File: src/rtl/ret_stack_pkg.sv
package ret_stack_pkg;
  parameter int unsigned STK_DEPTH = 8;
  parameter int unsigned STK_WIDTH = 13;

  typedef enum logic [1:0] {
    OP_HOLD = 2'b00,
    OP_PUSH = 2'b01,
    OP_POP  = 2'b10,
    OP_REPL = 2'b11
  } stk_op_e;
endpackage

File: src/rtl/ret_stack_ptr.sv
module ret_stack_ptr
  import ret_stack_pkg::*;
#(
  parameter int unsigned DEPTH = STK_DEPTH,
  localparam int unsigned PTR_W = (DEPTH > 1) ? $clog2(DEPTH) : 1
) (
  input  logic             clk_i,
  input  logic             rst_ni,
  input  stk_op_e          op_i,
  output logic [PTR_W-1:0] sp_o,
  output logic [PTR_W-1:0] wr_idx_o,
  output logic [PTR_W-1:0] top_idx_o
);
  localparam logic [PTR_W-1:0] LAST = PTR_W'(DEPTH - 1);

  logic [PTR_W-1:0] sp_q, sp_inc, sp_dec, sp_d;

  // explicit wrap keeps non-power-of-two depths correct
  assign sp_inc = (sp_q == LAST) ? '0 : sp_q + 1'b1;
  assign sp_dec = (sp_q == '0) ? LAST : sp_q - 1'b1;

  always_comb begin
    sp_d = sp_q;
    unique case (op_i)
      OP_PUSH: sp_d = sp_inc;
      OP_POP:  sp_d = sp_dec;
      default: sp_d = sp_q;
    endcase
  end

  always_ff @(posedge clk_i or negedge rst_ni) begin
    if (!rst_ni) sp_q <= '0;
    else         sp_q <= sp_d;
  end

  // sp points at the next free slot; the top entry sits one below it
  assign top_idx_o = sp_dec;
  assign wr_idx_o  = (op_i == OP_REPL) ? sp_dec : sp_q;
  assign sp_o      = sp_q;
endmodule

File: src/rtl/ret_stack_mem.sv
module ret_stack_mem
  import ret_stack_pkg::*;
#(
  parameter int unsigned DEPTH = STK_DEPTH,
  parameter int unsigned WIDTH = STK_WIDTH,
  localparam int unsigned PTR_W = (DEPTH > 1) ? $clog2(DEPTH) : 1
) (
  input  logic             clk_i,
  input  logic             we_i,
  input  logic [PTR_W-1:0] wr_idx_i,
  input  logic [WIDTH-1:0] wdata_i,
  input  logic [PTR_W-1:0] rd_idx_i,
  output logic [WIDTH-1:0] rdata_o
);
  logic [WIDTH-1:0] ent_q [DEPTH];

  // entries carry no reset
  for (genvar g = 0; g < DEPTH; g++) begin : g_ent
    always_ff @(posedge clk_i) begin
      if (we_i && (wr_idx_i == PTR_W'(g))) ent_q[g] <= wdata_i;
    end
  end

  assign rdata_o = ent_q[rd_idx_i];
endmodule

File: src/rtl/ret_stack.sv
module ret_stack
  import ret_stack_pkg::*;
#(
  parameter int unsigned DEPTH = STK_DEPTH,
  parameter int unsigned WIDTH = STK_WIDTH,
  localparam int unsigned PTR_W = (DEPTH > 1) ? $clog2(DEPTH) : 1
) (
  input  logic             clk_i,
  input  logic             rst_ni,
  input  logic             push_i,
  input  logic             pop_i,
  input  logic [WIDTH-1:0] data_i,
  output logic [WIDTH-1:0] top_o
);
  stk_op_e          op;
  logic [PTR_W-1:0] sp, wr_idx, top_idx;
  logic             we;

  assign op = stk_op_e'({pop_i, push_i});
  assign we = push_i;

  ret_stack_ptr #(.DEPTH(DEPTH)) u_ptr (
    .clk_i     (clk_i),
    .rst_ni    (rst_ni),
    .op_i      (op),
    .sp_o      (sp),
    .wr_idx_o  (wr_idx),
    .top_idx_o (top_idx)
  );

  ret_stack_mem #(.DEPTH(DEPTH), .WIDTH(WIDTH)) u_mem (
    .clk_i    (clk_i),
    .we_i     (we),
    .wr_idx_i (wr_idx),
    .wdata_i  (data_i),
    .rd_idx_i (top_idx),
    .rdata_o  (top_o)
  );
endmodule

File: config.mk
export PLATFORM = sky130hd
export DESIGN_NAME = ret_stack
export DESIGN_NICKNAME = d
export VERILOG_FILES = /design/src/rtl/ret_stack_pkg.sv /design/src/rtl/ret_stack_ptr.sv /design/src/rtl/ret_stack_mem.sv /design/src/rtl/ret_stack.sv
export SDC_FILE = /design/constraint.sdc
export NUM_CORES = 1
export LEC_CHECK = 0
export ABC_AREA = 1
export BUFFER_PORTS_ARGS = -buffer_cell sky130_fd_sc_hd__buf_2
export CAP_MARGIN = 15
export CORE_MARGIN = 2
export CORE_UTILIZATION = 50
export DETAILED_ROUTE_END_ITERATION = 8
export GPL_TIMING_DRIVEN = 0
export PLACE_DENSITY = 0.65
export SETUP_SLACK_MARGIN = 0.1
export SLEW_MARGIN = 20
export SYNTH_ARGS = -nofsm -noshare
export SYNTH_HDL_FRONTEND = slang
export SYNTH_SLANG_ARGS = --single-unit
File: constraint.sdc
create_clock -name clk_i -period 4.18 [get_ports clk_i]
set_input_delay 0.418 -clock clk_i [delete_from_list [all_inputs] [get_ports clk_i]]
set_output_delay 0.418 -clock clk_i [all_outputs]
set_load 0.02 [all_outputs]
**Word level (Yosys, flattened, before mapping)**

Memories as Yosys holds them, arrays and structs flattened.
Index checks and enable logic that the tools add are counted.

- Eq/ne operators: 11
- Muxes and demuxes: 41
- Reductions and logical operators: 18
- Add/sub/neg operators: 2

Operator list:

| operator | count |
|---|---|
| 2-to-1 mux 13 bit | 7 |
| OR reduction 13 bit | 7 |
| 2-to-1 mux 3 bit | 10 |
| 2-to-1 mux 1 bit | 23 |
| == test 3 bit (second input constant) | 5 |
| logical AND 1 bit | 8 |
| == test 3 x 2 -> 1 bit (second input constant) | 2 |
| logical NOT 3 bit | 2 |
| one-hot mux 3 bit (2 select lines) | 1 |
| == test 2 bit (second input constant) | 2 |
| adder 3 x 1 -> 3 bit (second input constant) | 1 |
| == test 3 x 1 -> 1 bit (second input constant) | 1 |
| subtractor 3 x 1 -> 3 bit (second input constant) | 1 |
| == test 2 x 1 -> 1 bit (second input constant) | 1 |
| nonzero test 2 bit | 1 |

- Bits in writable memories: 104
- Output and inout bits: 13
- Bits in registers: 3
- Memories: 1
- Word-level logic and storage cells: 74

Memory list:

| name | depth | width | rd ports | clocked after Yosys merged registers in | write ports | RTL line | text |
|---|---|---|---|---|---|---|---|
| u_mem.ent_q | 8 | 13 | 1 | 0 | 1 | ret_stack_mem.sv:15 | `logic [WIDTH-1:0] ent_q [DEPTH];` |

**Depth between registers and ports, before layout**

Gate-level depths: netlist of the first run.

- Depth in word-level cells: 15
- Mapped depth: 11
- Mapped depth without buffers: 9

**Modules after synthesis**

Synthesis of the first run repeated with hierarchy kept, for this count alone.

- Cell total of the unflattened synthesis: 509
- Area, all modules: 4917.2 um^2

By module, submodules not included:

| module | sequential area each (um^2) | times used | area an instance (um^2) | cells each |
|---|---|---|---|---|
| ret_stack_mem | 3123.0 | 1 | 4631.9 | 467 |
| ret_stack_ptr | 75.1 | 1 | 285.3 | 42 |

**Worst setup path before layout of the first run**

Ideal clock, no wire load.

- Path kind: register to register
- Start point: register u_ptr.sp_q[0] (netlist: u_ptr.sp_o[0])
- End point: memory u_mem.ent_q[1][0] in the netlist's numbering, enable pin
- Stages on the path, launching flop included: 10
- Period minus slack after synthesis: 2334 ps
- Arrival: 1951 ps
- Setup time: 382 ps
- Path slack: 1846 ps
- Cells stage by stage: dfrtp_1 inv_1 buf_2 ha_1 nand2_8 nand2_8 nand2_1 o21ai_1 nand3_1 nor2_1

- Cells in the longest elaborated chain, start to end: 15

Ends and longest elaborated chain:

| what | RTL line | text |
|---|---|---|
| start, declared | ret_stack_ptr.sv:16 | `logic [PTR_W-1:0] sp_q, sp_inc, sp_dec, sp_d;` |
| start signal, assigned | ret_stack_ptr.sv:33 | `else sp_q <= sp_d;` |
| subtractor 3 x 1 -> 3 bit / logical NOT 3 bit (equally long branches) | ret_stack_ptr.sv:20 | `assign sp_dec = (sp_q == '0) ? LAST : sp_q - 1'b1;` |
| 2-to-1 mux 3 bit | ret_stack_ptr.sv:20 |  |
| 2-to-1 mux 3 bit (*) | ret_stack_ptr.sv:38 | `assign wr_idx_o = (op_i == OP_REPL) ? sp_dec : sp_q;` |
| == test 3 x 1 -> 1 bit | ret_stack_mem.sv:20 | `if (we_i && (wr_idx_i == PTR_W'(g))) ent_q[g] <= wdata_i;` |
| logical AND 1 bit | ret_stack_mem.sv:20 |  |
| 2-to-1 mux 1 bit | ret_stack_mem.sv:20 |  |
| 2-to-1 mux 1 bit (implied by the code) | ret_stack_mem.sv:20 |  |
| OR reduction 13 bit (no line) | -- |  |
| 2-to-1 mux 3 bit (no line) / 2-to-1 mux 1 bit (equally long branches) (7 in series) | -- |  |
| end, declared | ret_stack_mem.sv:15 |  |

Mark *: on every way between the ends. The rest lies on a longest branch, timed or not.

**Worst setup path after layout of the first run**

- Start point: register u_ptr.sp_q[0] (netlist: u_ptr.sp_o[0])
- End point: output top_o[3]

- Cells in the longest elaborated chain, start to end: 3

Ends and longest elaborated chain:

| what | RTL line | text |
|---|---|---|
| subtractor 3 x 1 -> 3 bit / logical NOT 3 bit (equally long branches) | ret_stack_ptr.sv:20 |  |
| 2-to-1 mux 3 bit (*) | ret_stack_ptr.sv:20 |  |
| memory read (8 x 13 bit) (*) | -- |  |
| end, declared | ret_stack.sv:13 | `output logic [WIDTH-1:0] top_o` |

Marks and branches as above.

==> results.py, run 1 <==
metrics = {
    "power": {
        "p_seq_share_pct": 31.4,
        "p_switching_mw": 2.04,
        "p_comb_share_pct": 55.4,
        "clkPwrFrac_pct": 13.2,
        "ir_drop_uv": 306,
        "leakage_nw": 2.51,
        "switching_share_pct": 46.9,
        "powerDensity_nw_per_um2": 792,
        "intPower_mw": 2.31,
    },
    "grt": {
        "grt_max_degree": 19,
        "gr-usage-met2_pct": 34.7,
        "grt_pass1_wl_mm": 17.1,
        "grt_usage_pct": 21.2,
        "antenna_found_initial": 0,
        "met3_usage_pct": 3.15,
        "grt_overflow_total": 0,
        "grt_pass1_vias": 3266,
        "grt_util_met1_pct": 27.8,
        "top_usage_layer": "met2",
    },
    "run_status": {
        "status": "finished clean",
    },
    "flow_run": {
        "cap_violations": 0,
    },
    "yosys": {
        "yosysWarnings": 0,
        "synth_cell_type_count": 18,
        "syn_nets": 532,
        "seq_area_frac_synth_pct": 64.2,
        "synthCells": 509,
        "synth-seq-cells": 107,
        "avgSynthCellArea_um2": 9.79,
        "netlist_area_um2": 4980,
    },
    "clocking": {
        "postCtsSetupRepairBufs": 0,
        "cts_max_path_buffers": 2,
        "cts_tree": "yes",
        "cts_buffers": 9,
        "clk_pin_slew_ns": 0.11,
        "clockRootBuffer": "clkbuf_8",
        "cts.sinks": 107,
        "cts_resized": 0,
        "postCtsHoldBufs": 1,
        "clock_latency_ns": 0.37,
        "htree_levels": 3,
    },
    "die": {
        "fp.dieW_um": 104,
        "die-area_um2": 10800,
        "initial_core_util_pct": 51.2,
        "die_h_um": 104,
        "rows": 36,
        "core-area_um2": 9730,
        "ios": 30,
    },
    "sta": {
        "fmax_mhz": 351,
        "hold_viol": 0,
        "min_period_ns": 2.85,
        "final-max-slew-violation-count": 0,
        "setup_tns_ns": 0,
        "setup_violations": 0,
        "rsz0062_at_grt": "no",
        "period_share_pct": 68.1,
        "skew_ns": 0.0107,
        "slew_headroom_pct": 38.1,
        "worstMarginPinSlew_ns": 0.928,
    },
    "cells_and_area": {
        "final_area_um2": 5500,
        "antenna_cells": 0,
        "fillers": 865,
        "area_delta_synth_final_pct": 10.4,
        "nets": 573,
        "drive_above_1_share_pct": 13.7,
    },
    "critical_path": {
        "rrSetupSlack_ns": 1.43,
        "required_ns": 3.76,
        "worst-path-max-fanout": 11,
        "worst-endpoint-arrival_ns": 2.43,
        "worstSetupPathType": "flip-flop to primary output",
        "end_kind": "primary output",
        "start_kind": "flip-flop",
    },
    "route": {
        "route.detailed.wl_per_inst_um": 15.8,
        "drtIter0Drc": 314,
        "postRouteAntennaNets": 0,
        "wl_mm": 10.8,
        "dr.pass1.iters": 5,
        "remaining_drc_errors": 0,
        "num_vias": 3396,
        "avgViaCountPerCell": 4.94,
    },
    "placed_design": {
        "gp_congestion": 0.808,
        "port-buffer-count": 29,
        "placed_area_um2": 5310,
        "dp_hpwl_mm": 7.00,
    },
    "hold_path": {
        "hold_class": "input pin to flip-flop",
    },
}
## registers in the layout, summed over array words and instances (netlist names)
| register | count |
|---|---|
| u_mem.ent_q | 104 |
| u_ptr.sp_o | 3 |
## cells in the mapped netlist
master / number / area (um^2)
clkbuf_1: 1 / 3.75
buf_2: 7 / 35.0
inv_2: 1 / 3.75
o211ai_1: 1 / 7.51
inv_1: 89 / 334
edfxtp_1: 104 / 3120
o21ai_0: 5 / 25.0
nand2_1: 155 / 582
nand3_1: 55 / 275
dfrtp_1: 3 / 75.1
a21oi_1: 2 / 10.0
o21ai_2: 1 / 8.76
nor2_1: 62 / 233
nand2_8: 3 / 60.1
buf_6: 8 / 90.1
ha_1: 6 / 75.1
buf_4: 4 / 30.0
o21ai_1: 2 / 10.0
## cell usage in the layout (no fill, tap or decap), drive strengths merged
| cell type | n |
|---|---|
| o21ai | 8 |
| o211ai | 1 |
| nand2 | 158 |
| dlygate4sd3 | 1 |
| ha | 6 |
| edfxtp | 104 |
| nor2 | 62 |
| inv | 92 |
| buf | 48 |
| clkinv | 4 |
| a21oi | 2 |
| clkbuf | 10 |
| nand3 | 55 |
| dfrtp | 3 |
| clkinvlp | 1 |
## worst max-delay path, stage by stage, from the launching register on
cell	delay, ns
dfrtp_1	0.42
inv_1	0.09
buf_2	0.25
ha_1	0.31
nor2_1	0.06
nand2_1	0.07
o21ai_2	0.11
inv_1	0.20
buf_4	0.24
nand2_1	0.09
nand2_1	0.07
buf_2	0.16
## metal layers
layer	wire length [um]	part of all wire, %	vias to the layer above
li1	-	-	1687
met1	4820	44	1596
met2	5220	48	94
met3	506	4.7	19
met4	301	2.8	0
met5	0	0	-
## through the flow
step                      utilization (%)  total power, mW  hold WS (ns)  std cells  worst slack [ns]
after global placement               54.4             3.73         0.214        671              1.15
after detailed placement             54.6             3.80         0.215        671              1.45
final                                56.5             4.36         0.322        688              1.33
after CTS                            56.5             4.37         0.305        688              1.32
after global routing                 56.5             4.67         0.313        688              1.17
after floorplan                         -             3.06         0.122        509              1.85
## cells by family after synthesis
group | share of synthesized area [%]
simple gates | 23.1
flops | 64.2
fa+ha+maj | 1.51
compound gates | 1.23
buf+inv | 9.97
## final timing paths
| kind | endpoint | startpoint | depth (start not counted) |
|---|---|---|---|
| worst max-delay path | top_o[3] | u_ptr.sp_o[0] | 11 |
| worst max register to register | u_mem.ent_q[6][1] | u_ptr.sp_o[0] | 8 |
| worst min register to register | u_ptr.sp_o[2] | u_ptr.sp_o[2] | 2 |
| max in group asynchronous | u_ptr.sp_o[0] | rst_ni | 2 |
| worst min-delay path | u_mem.ent_q[1][7] | data_i[7] | 1 |
| min in group asynchronous | u_ptr.sp_o[1] | rst_ni | 2 |
## power groups by stage
stage / logic, mW / clock network (mW) / registers (mW)
after detailed placement: 2.41 / 0 / 1.39
after CTS: 2.42 / 0.583 / 1.37
final: 2.41 / 0.576 / 1.37
after global routing: 2.66 / 0.629 / 1.38
after global placement: 2.35 / 0 / 1.39
after floorplan: 1.68 / 0 / 1.38
## layout make-up
type	count	area, um^2	area share (%)
buffer	20	159	2.89
clock buffer	9	124	2.25
clock inverter	7	51.3	0.933
inverter	90	338	6.14
multi-input combinational	292	1310	23.8
sequential	107	3200	58.2
tap	133	166	3.03
timing repair buffer	30	155	2.82
Power figures use the tool's default switching activity.
==> run 2: changes to the inputs <==
--- a/config.mk
+++ b/config.mk
@@ -5,14 +5,14 @@
 export SDC_FILE = /design/constraint.sdc
 export NUM_CORES = 1
 export LEC_CHECK = 0
-export ABC_AREA = 1
+export ABC_AREA = 0
 export BUFFER_PORTS_ARGS = -buffer_cell sky130_fd_sc_hd__buf_2
 export CAP_MARGIN = 15
 export CORE_MARGIN = 2
 export CORE_UTILIZATION = 50
 export DETAILED_ROUTE_END_ITERATION = 8
 export GPL_TIMING_DRIVEN = 0
-export PLACE_DENSITY = 0.65
+export PLACE_DENSITY = 0.68
 export SETUP_SLACK_MARGIN = 0.1
 export SLEW_MARGIN = 20
 export SYNTH_ARGS = -nofsm -noshare
==> constraint.sdc (replaced) <==
create_clock -name clk_i -period 2.6 [get_ports clk_i]
set_input_delay 0.26 -clock clk_i [delete_from_list [all_inputs] [get_ports clk_i]]
set_output_delay 0.26 -clock clk_i [all_outputs]
set_load 0.02 [all_outputs]
==> run 2 against run 1 <==
Setup slack got worse by 1.2 ns. Power rose by 73%. Sequential share of layout area rose by 2.4 points. Global-route usage decreased by 0.40 points. Cell area decreased by 3.9%.
==> results.py, run 2 <==
metrics = {
    "power": {
        "switching_share_pct": 39.1,
        "p_comb_share_pct": 56.8,
        "clkPwrFrac_pct": 13.4,
        "intPower_mw": 4.59,
        "p_seq_share_pct": 29.9,
        "ir_drop_uv": 820,
        "leakage_nw": 1.87,
        "p_switching_mw": 2.94,
        "powerDensity_nw_per_um2": 1430,
    },
    "sta": {
        "worstMarginPinSlew_ns": 0.732,
        "fmax_mhz": 405,
        "final-max-slew-violation-count": 0,
        "slew_headroom_pct": 50.9,
        "min_period_ns": 2.47,
        "skew_ns": 0.00837,
        "whs_ns": 0.156,
        "setup_violations": 0,
        "period_share_pct": 94.9,
        "setup_tns_ns": 0,
        "rsz0062_at_grt": "yes",
        "hold_viol": 0,
    },
    "die": {
        "rows": 34,
        "core-area_um2": 8590,
        "die-area_um2": 9490,
        "die_h_um": 97.4,
        "fp.dieW_um": 97.4,
        "initial_core_util_pct": 50.8,
        "ios": 30,
    },
    "cells_and_area": {
        "stdcell_count": 422,
        "largest_reg_flops": 104,
        "multi_input_area_um2": 1140,
        "fillers": 652,
        "antenna_cells": 0,
        "top_register": "u_mem.ent_q",
        "area_delta_synth_final_pct": 21.1,
        "final_common_cell": "edfxtp_1",
        "drive_above_1_share_pct": 41.7,
        "layout_common_cells": "104 x edfxtp_1, 27 x buf_2, 26 x mux2_2, 24 x a222oi_1, 21 x buf_4",
        "nets": 332,
        "seq_area_um2": 3200,
    },
    "yosys": {
        "ys_top_cells_by_area": "edfxtp_1 72%, mux2_2 6.7%, a222oi_1 5.5%",
        "yosys.area.top_type": "edfxtp_1",
        "synthCells": 243,
        "synth_most_common_cell": "edfxtp_1",
        "yosys-top-cells-count": "104 x edfxtp_1, 26 x mux2_2, 24 x a222oi_1",
        "avgSynthCellArea_um2": 18.0,
        "synth_top_flop_cell": "edfxtp_1",
        "synth-edff-count": 104,
        "yosysWarnings": 0,
        "synthArstFlopShare_pct": 2.80,
        "syn_nets": 266,
        "synth_top_cell_area_share_pct": 71.6,
        "netlist_area_um2": 4360,
        "seq_area_frac_synth_pct": 73.3,
        "synth_cell_type_count": 35,
        "synth-seq-cells": 107,
    },
    "route": {
        "wl_mm": 9.42,
        "avgViaCountPerCell": 6.13,
        "remaining_drc_errors": 0,
        "num_vias": 2588,
        "dr.pass1.iters": 5,
        "route.detailed.wl_per_inst_um": 22.3,
        "drtIter0Drc": 269,
        "postRouteAntennaNets": 0,
    },
    "critical_path": {
        "worstSetupPathType": "flip-flop to primary output",
        "cpLargestDelayFamily": "buffers and inverters",
        "worst-path-max-fanout": 10,
        "start_kind": "flip-flop",
        "crit_cells": 8,
        "required_ns": 2.34,
        "rrSetupSlack_ns": 0.27,
        "ff2ff_path_depth": 6,
        "r2r-end": "u_mem.ent_q[6][0]",
        "path_buf_inv": 4,
        "worst-endpoint-arrival_ns": 2.21,
        "worst_r2r_startpoint": "u_ptr.sp_o[0]",
        "end_kind": "primary output",
        "cp_cell_sequence": "inv_4 > ha_4 > and2_4 > buf_12 > buf_6 > a222oi_1 > mux2i_1 > buf_2",
        "crit_slowest_cell": "dfrtp_2",
        "max_stage_delay_ns": 0.45,
    },
    "placed_design": {
        "port-buffer-count": 29,
        "dp_hpwl_mm": 5.69,
        "gp_congestion": 0.785,
        "dp_cells": 387,
    },
    "clocking": {
        "cts_max_path_buffers": 2,
        "clk_pin_slew_ns": 0.10,
        "clockRootBuffer": "clkbuf_8",
        "cts.sinks": 107,
        "clock_latency_ns": 0.36,
        "htree_levels": 3,
        "cts_buffers": 9,
        "cts_tree": "yes",
    },
    "hold_path": {
        "hold_end": "u_mem.ent_q[3][3]",
        "hold_class": "input pin to flip-flop",
        "whs_path_depth": 1,
        "hold_path_startpoint": "data_i[3]",
    },
    "grt": {
        "grt_usage_pct": 20.8,
        "grt_max_degree": 19,
        "antenna_found_initial": 0,
        "grt_util_met1_pct": 29.5,
        "grt_pass1_wl_mm": 14.5,
        "grt_pass1_vias": 2557,
        "met3_usage_pct": 4.24,
        "grt_overflow_total": 0,
        "gr-usage-met2_pct": 31.7,
        "top_usage_layer": "met2",
    },
    "run_status": {
        "status": "finished clean",
    },
    "flow_run": {
        "cap_violations": 0,
    },
}
[run 2: cell type report]
cell class                      instances  area share [%]
Sequential cell                       107            60.5
Multi-Input combinational cell        117            21.5
Timing Repair Buffer                   56            8.10
Buffer                                 14            3.17
Tap cell                              108            2.56
Clock buffer                            9            2.34
Clock inverter                          7            1.42
Inverter                                4           0.332
[run 2: routing by layer]
layer	up-vias	wire, um
li1	1152	-
met1	1299	4100
met2	124	4520
met3	13	646
met4	0	157
met5	-	0
[run 2: power by group through the flow]
stage,Sequential (mW),Combinational [mW],Clock [mW]
global placement,2.29,3.23,0
detailed placement,2.29,3.35,0
floorplan,2.27,2.28,0
global route,2.27,4.54,1.09
CTS,2.25,4.15,1.03
finish,2.25,4.28,1.01
[run 2: cell families (layout without fill, tap and decap cells)]
| kind of cell | after synthesis | count (layout) | synth area share, % |
|---|---|---|---|
| DFF | 107 | 107 | 73.3 |
| adders and majority gates | 6 | 6 | 1.72 |
| AOI/OAI and AO/OA | 46 | 46 | 9.15 |
| buffers and inverters | 19 | 90 | 2.78 |
| and+or+nand+nor | 26 | 26 | 3.36 |
| muxes | 39 | 39 | 9.69 |
[run 2: per-stage QoR]
stage	total power [mW]	area (um^2)	setup WS (ns)	utilization [%]
floorplan	4.55	4360	-0.162	-
global placement	5.52	4640	-1.38	54.0
detailed placement	5.64	4750	-0.308	55.3
CTS	7.43	5240	0.0484	61.0
global route	7.90	5280	0.0407	61.5
finish	7.53	5280	0.132	61.5
[run 2: timing repair]
item                                    CTS  global route
hold endpoints to repair                  3             0
hold buffers                              1             0
setup buffers                            15             3
endpoints found under the setup margin   74            68
gates resized for setup                  35             8
gates cloned                              1             0
pin swaps                                 8            14
[run 2: how the worst max path moves through the flow]
stage | startpoint | endpoint | slack (ns)
finish | u_ptr.sp_o[0] | top_o[7] | 0.13
global route | u_ptr.sp_o[0] | top_o[3] | 0.04
CTS | u_ptr.sp_o[0] | top_o[9] | 0.05
detailed placement | u_ptr.sp_o[0] | u_mem.ent_q[0][10] | -0.31
global placement | u_ptr.sp_o[0] | u_mem.ent_q[0][10] | -1.38
floorplan | u_ptr.sp_o[0] | u_mem.ent_q[0][0] | -0.16
==> run 3: changes to the inputs <==
--- a/config.mk
+++ b/config.mk
@@ -5,14 +5,14 @@
 export SDC_FILE = /design/constraint.sdc
 export NUM_CORES = 1
 export LEC_CHECK = 0
-export ABC_AREA = 0
+export ABC_AREA = 1
 export BUFFER_PORTS_ARGS = -buffer_cell sky130_fd_sc_hd__buf_2
 export CAP_MARGIN = 15
 export CORE_MARGIN = 2
 export CORE_UTILIZATION = 50
 export DETAILED_ROUTE_END_ITERATION = 8
 export GPL_TIMING_DRIVEN = 0
-export PLACE_DENSITY = 0.68
+export PLACE_DENSITY = 0.67
 export SETUP_SLACK_MARGIN = 0.1
 export SLEW_MARGIN = 20
 export SYNTH_ARGS = -nofsm -noshare
==> run 3 against run 2 <==
Power down 0.60%. First-iteration DRC count up 7.4%. Final cell count grew 64%. Via count grew 33%. Sequential share of layout area is 4.8 points lower. Critical endpoint is now top_o[2]. Highest routed layer unchanged. Critical path type unchanged. Flip-flop and latch count stayed put.
==> results.py, run 3 (same netlist as run 1, synthesis figures left out) <==
metrics = {
    "run_status": {
        "status": "finished clean",
    },
    "grt": {
        "grt_usage_pct": 21.4,
        "grt_max_degree": 17,
        "grt_overflow_total": 0,
        "antenna_found_initial": 0,
        "grt_pass1_wl_mm": 17.5,
        "grt_pass1_vias": 3347,
    },
    "cells_and_area": {
        "area_delta_synth_final_pct": 15.1,
        "antenna_cells": 0,
        "nets": 580,
        "layout_common_cells": "155 x nand2_1, 104 x edfxtp_1, 88 x inv_1, 55 x nand3_1, 54 x nor2_1",
        "top_register": "u_mem.ent_q",
        "fillers": 843,
        "drive_above_1_share_pct": 15.0,
        "final_common_cell": "nand2_1",
        "largest_reg_flops": 104,
    },
    "critical_path": {
        "cp_cell_sequence": "inv_1 > buf_6 > ha_4 > nand2_8 > nand2_8 > buf_6 > nor2_1 > nand2_1 > nand2_1 > nand2_1 > nand2_1 > buf_2",
        "worst-endpoint-arrival_ns": 2.10,
        "cpLargestDelayFamily": "simple AND/OR/NAND/NOR gates",
        "worstSetupPathType": "flip-flop to primary output",
        "crit_slowest_cell": "dfrtp_1",
        "start_kind": "flip-flop",
        "path_buf_inv": 4,
        "worst_path_most_repeated_cell": "nand2_1",
        "max_stage_delay_ns": 0.39,
        "worst-path-max-fanout": 10,
        "end_kind": "primary output",
        "required_ns": 2.34,
    },
    "power": {
        "p_total_mw": 7.49,
        "leakage_nw": 2.60,
        "ir_drop_uv": 581,
        "powerDensity_nw_per_um2": 1310,
    },
    "sta": {
        "worstMarginPinSlew_ns": 0.567,
        "min_period_ns": 2.36,
        "skew_ns": 0.00623,
        "period_share_pct": 90.6,
        "fin_ws_ns": 0.245,
        "hold_viol": 0,
        "setup_violations": 0,
        "whs_ns": 0.159,
        "rsz0062_at_grt": "no",
        "slew_headroom_pct": 62.2,
        "final-max-slew-violation-count": 0,
        "fmax_mhz": 425,
    },
    "placed_design": {
        "port-buffer-count": 29,
        "gp_congestion": 0.825,
        "place_ws_ns": -0.156,
        "dp_hpwl_mm": 6.87,
    },
    "die": {
        "rows": 36,
        "core-area_um2": 9730,
        "initial_core_util_pct": 51.2,
        "die-area_um2": 10800,
        "ios": 30,
        "fp.dieW_um": 104,
        "die_h_um": 104,
    },
    "flow_run": {
        "cap_violations": 0,
    },
    "hold_path": {
        "hold_class": "input pin to flip-flop",
    },
    "route": {
        "drtIter0Drc": 289,
        "dr.pass1.iters": 5,
        "avgViaCountPerCell": 4.97,
        "route.detailed.wl_per_inst_um": 15.9,
        "num_vias": 3452,
        "postRouteAntennaNets": 0,
        "wl_mm": 11.0,
        "remaining_drc_errors": 0,
    },
    "clocking": {
        "clk_pin_slew_ns": 0.09,
        "clock_latency_ns": 0.36,
        "cts.sinks": 107,
        "clockRootBuffer": "clkbuf_8",
        "htree_levels": 3,
        "cts_buffers": 9,
        "cts_max_path_buffers": 2,
        "cts_tree": "yes",
    },
}
## run 3: routing by layer
layer  share of wire (%)  wire, um  global-route usage (%)
met4                 3.7       403                    10.5
met3                 5.4       593                    3.34
met5                   0         0                       0
met1                  44      4850                    29.7
met2                  47      5190                    33.0
## run 3: area by class of cell
| type | count | area [um^2] | area share (%) |
|---|---|---|---|
| Tap cell | 133 | 166 | 2.90 |
| Buffer | 20 | 188 | 3.27 |
| Clock inverter | 5 | 103 | 1.79 |
| Inverter | 90 | 338 | 5.89 |
| Multi-Input combinational cell | 292 | 1370 | 23.8 |
| Timing Repair Buffer | 37 | 245 | 4.28 |
| Clock buffer | 10 | 128 | 2.23 |
| Sequential cell | 107 | 3200 | 55.8 |
## run 3: timing repair
item | CTS | global route
cloned | 0 | 0
setup endpoints to repair | 117 | 39
endpoints found under the hold margin | 3 | 0
pin swaps | 5 | 0
gates resized for setup | 13 | 9
hold buffers | 1 | 0
setup buffers | 5 | 2
## run 3: final timing paths
| kind | startpoint | end | slack (ns) | cells past startpoint |
|---|---|---|---|---|
| setup / recovery | u_ptr.sp_o[0] | top_o[2] | 0.24 | 12 |
| hold / removal | data_i[10] | u_mem.ent_q[7][10] | 0.16 | 1 |
| setup reg to reg | u_ptr.sp_o[0] | u_mem.ent_q[4][0] | 0.26 | 8 |
| hold reg to reg | u_ptr.sp_o[2] | u_ptr.sp_o[2] | 0.63 | 2 |
| max in group asynchronous | rst_ni | u_ptr.sp_o[0] | 2.29 | 2 |
| min in group asynchronous | rst_ni | u_ptr.sp_o[1] | 0.20 | 2 |
## run 3: power breakdown
group	internal [mW]	leakage [nW]	switching, mW
Sequential	2.14	0.979	0.0567
Clock	0.633	0.112	0.530
Combinational	1.38	1.51	2.75
Total	4.15	2.60	3.33
## run 3: metrics by stage
stage,utilization (%),cells,cell area (um^2),setup TNS (ns)
floorplan,-,509,4980,0
global placement,54.4,671,5290,-37.59
detailed placement,54.6,671,5310,-11.81
CTS,58.5,692,5690,0
global route,58.9,694,5730,0
finish,58.9,694,5730,0
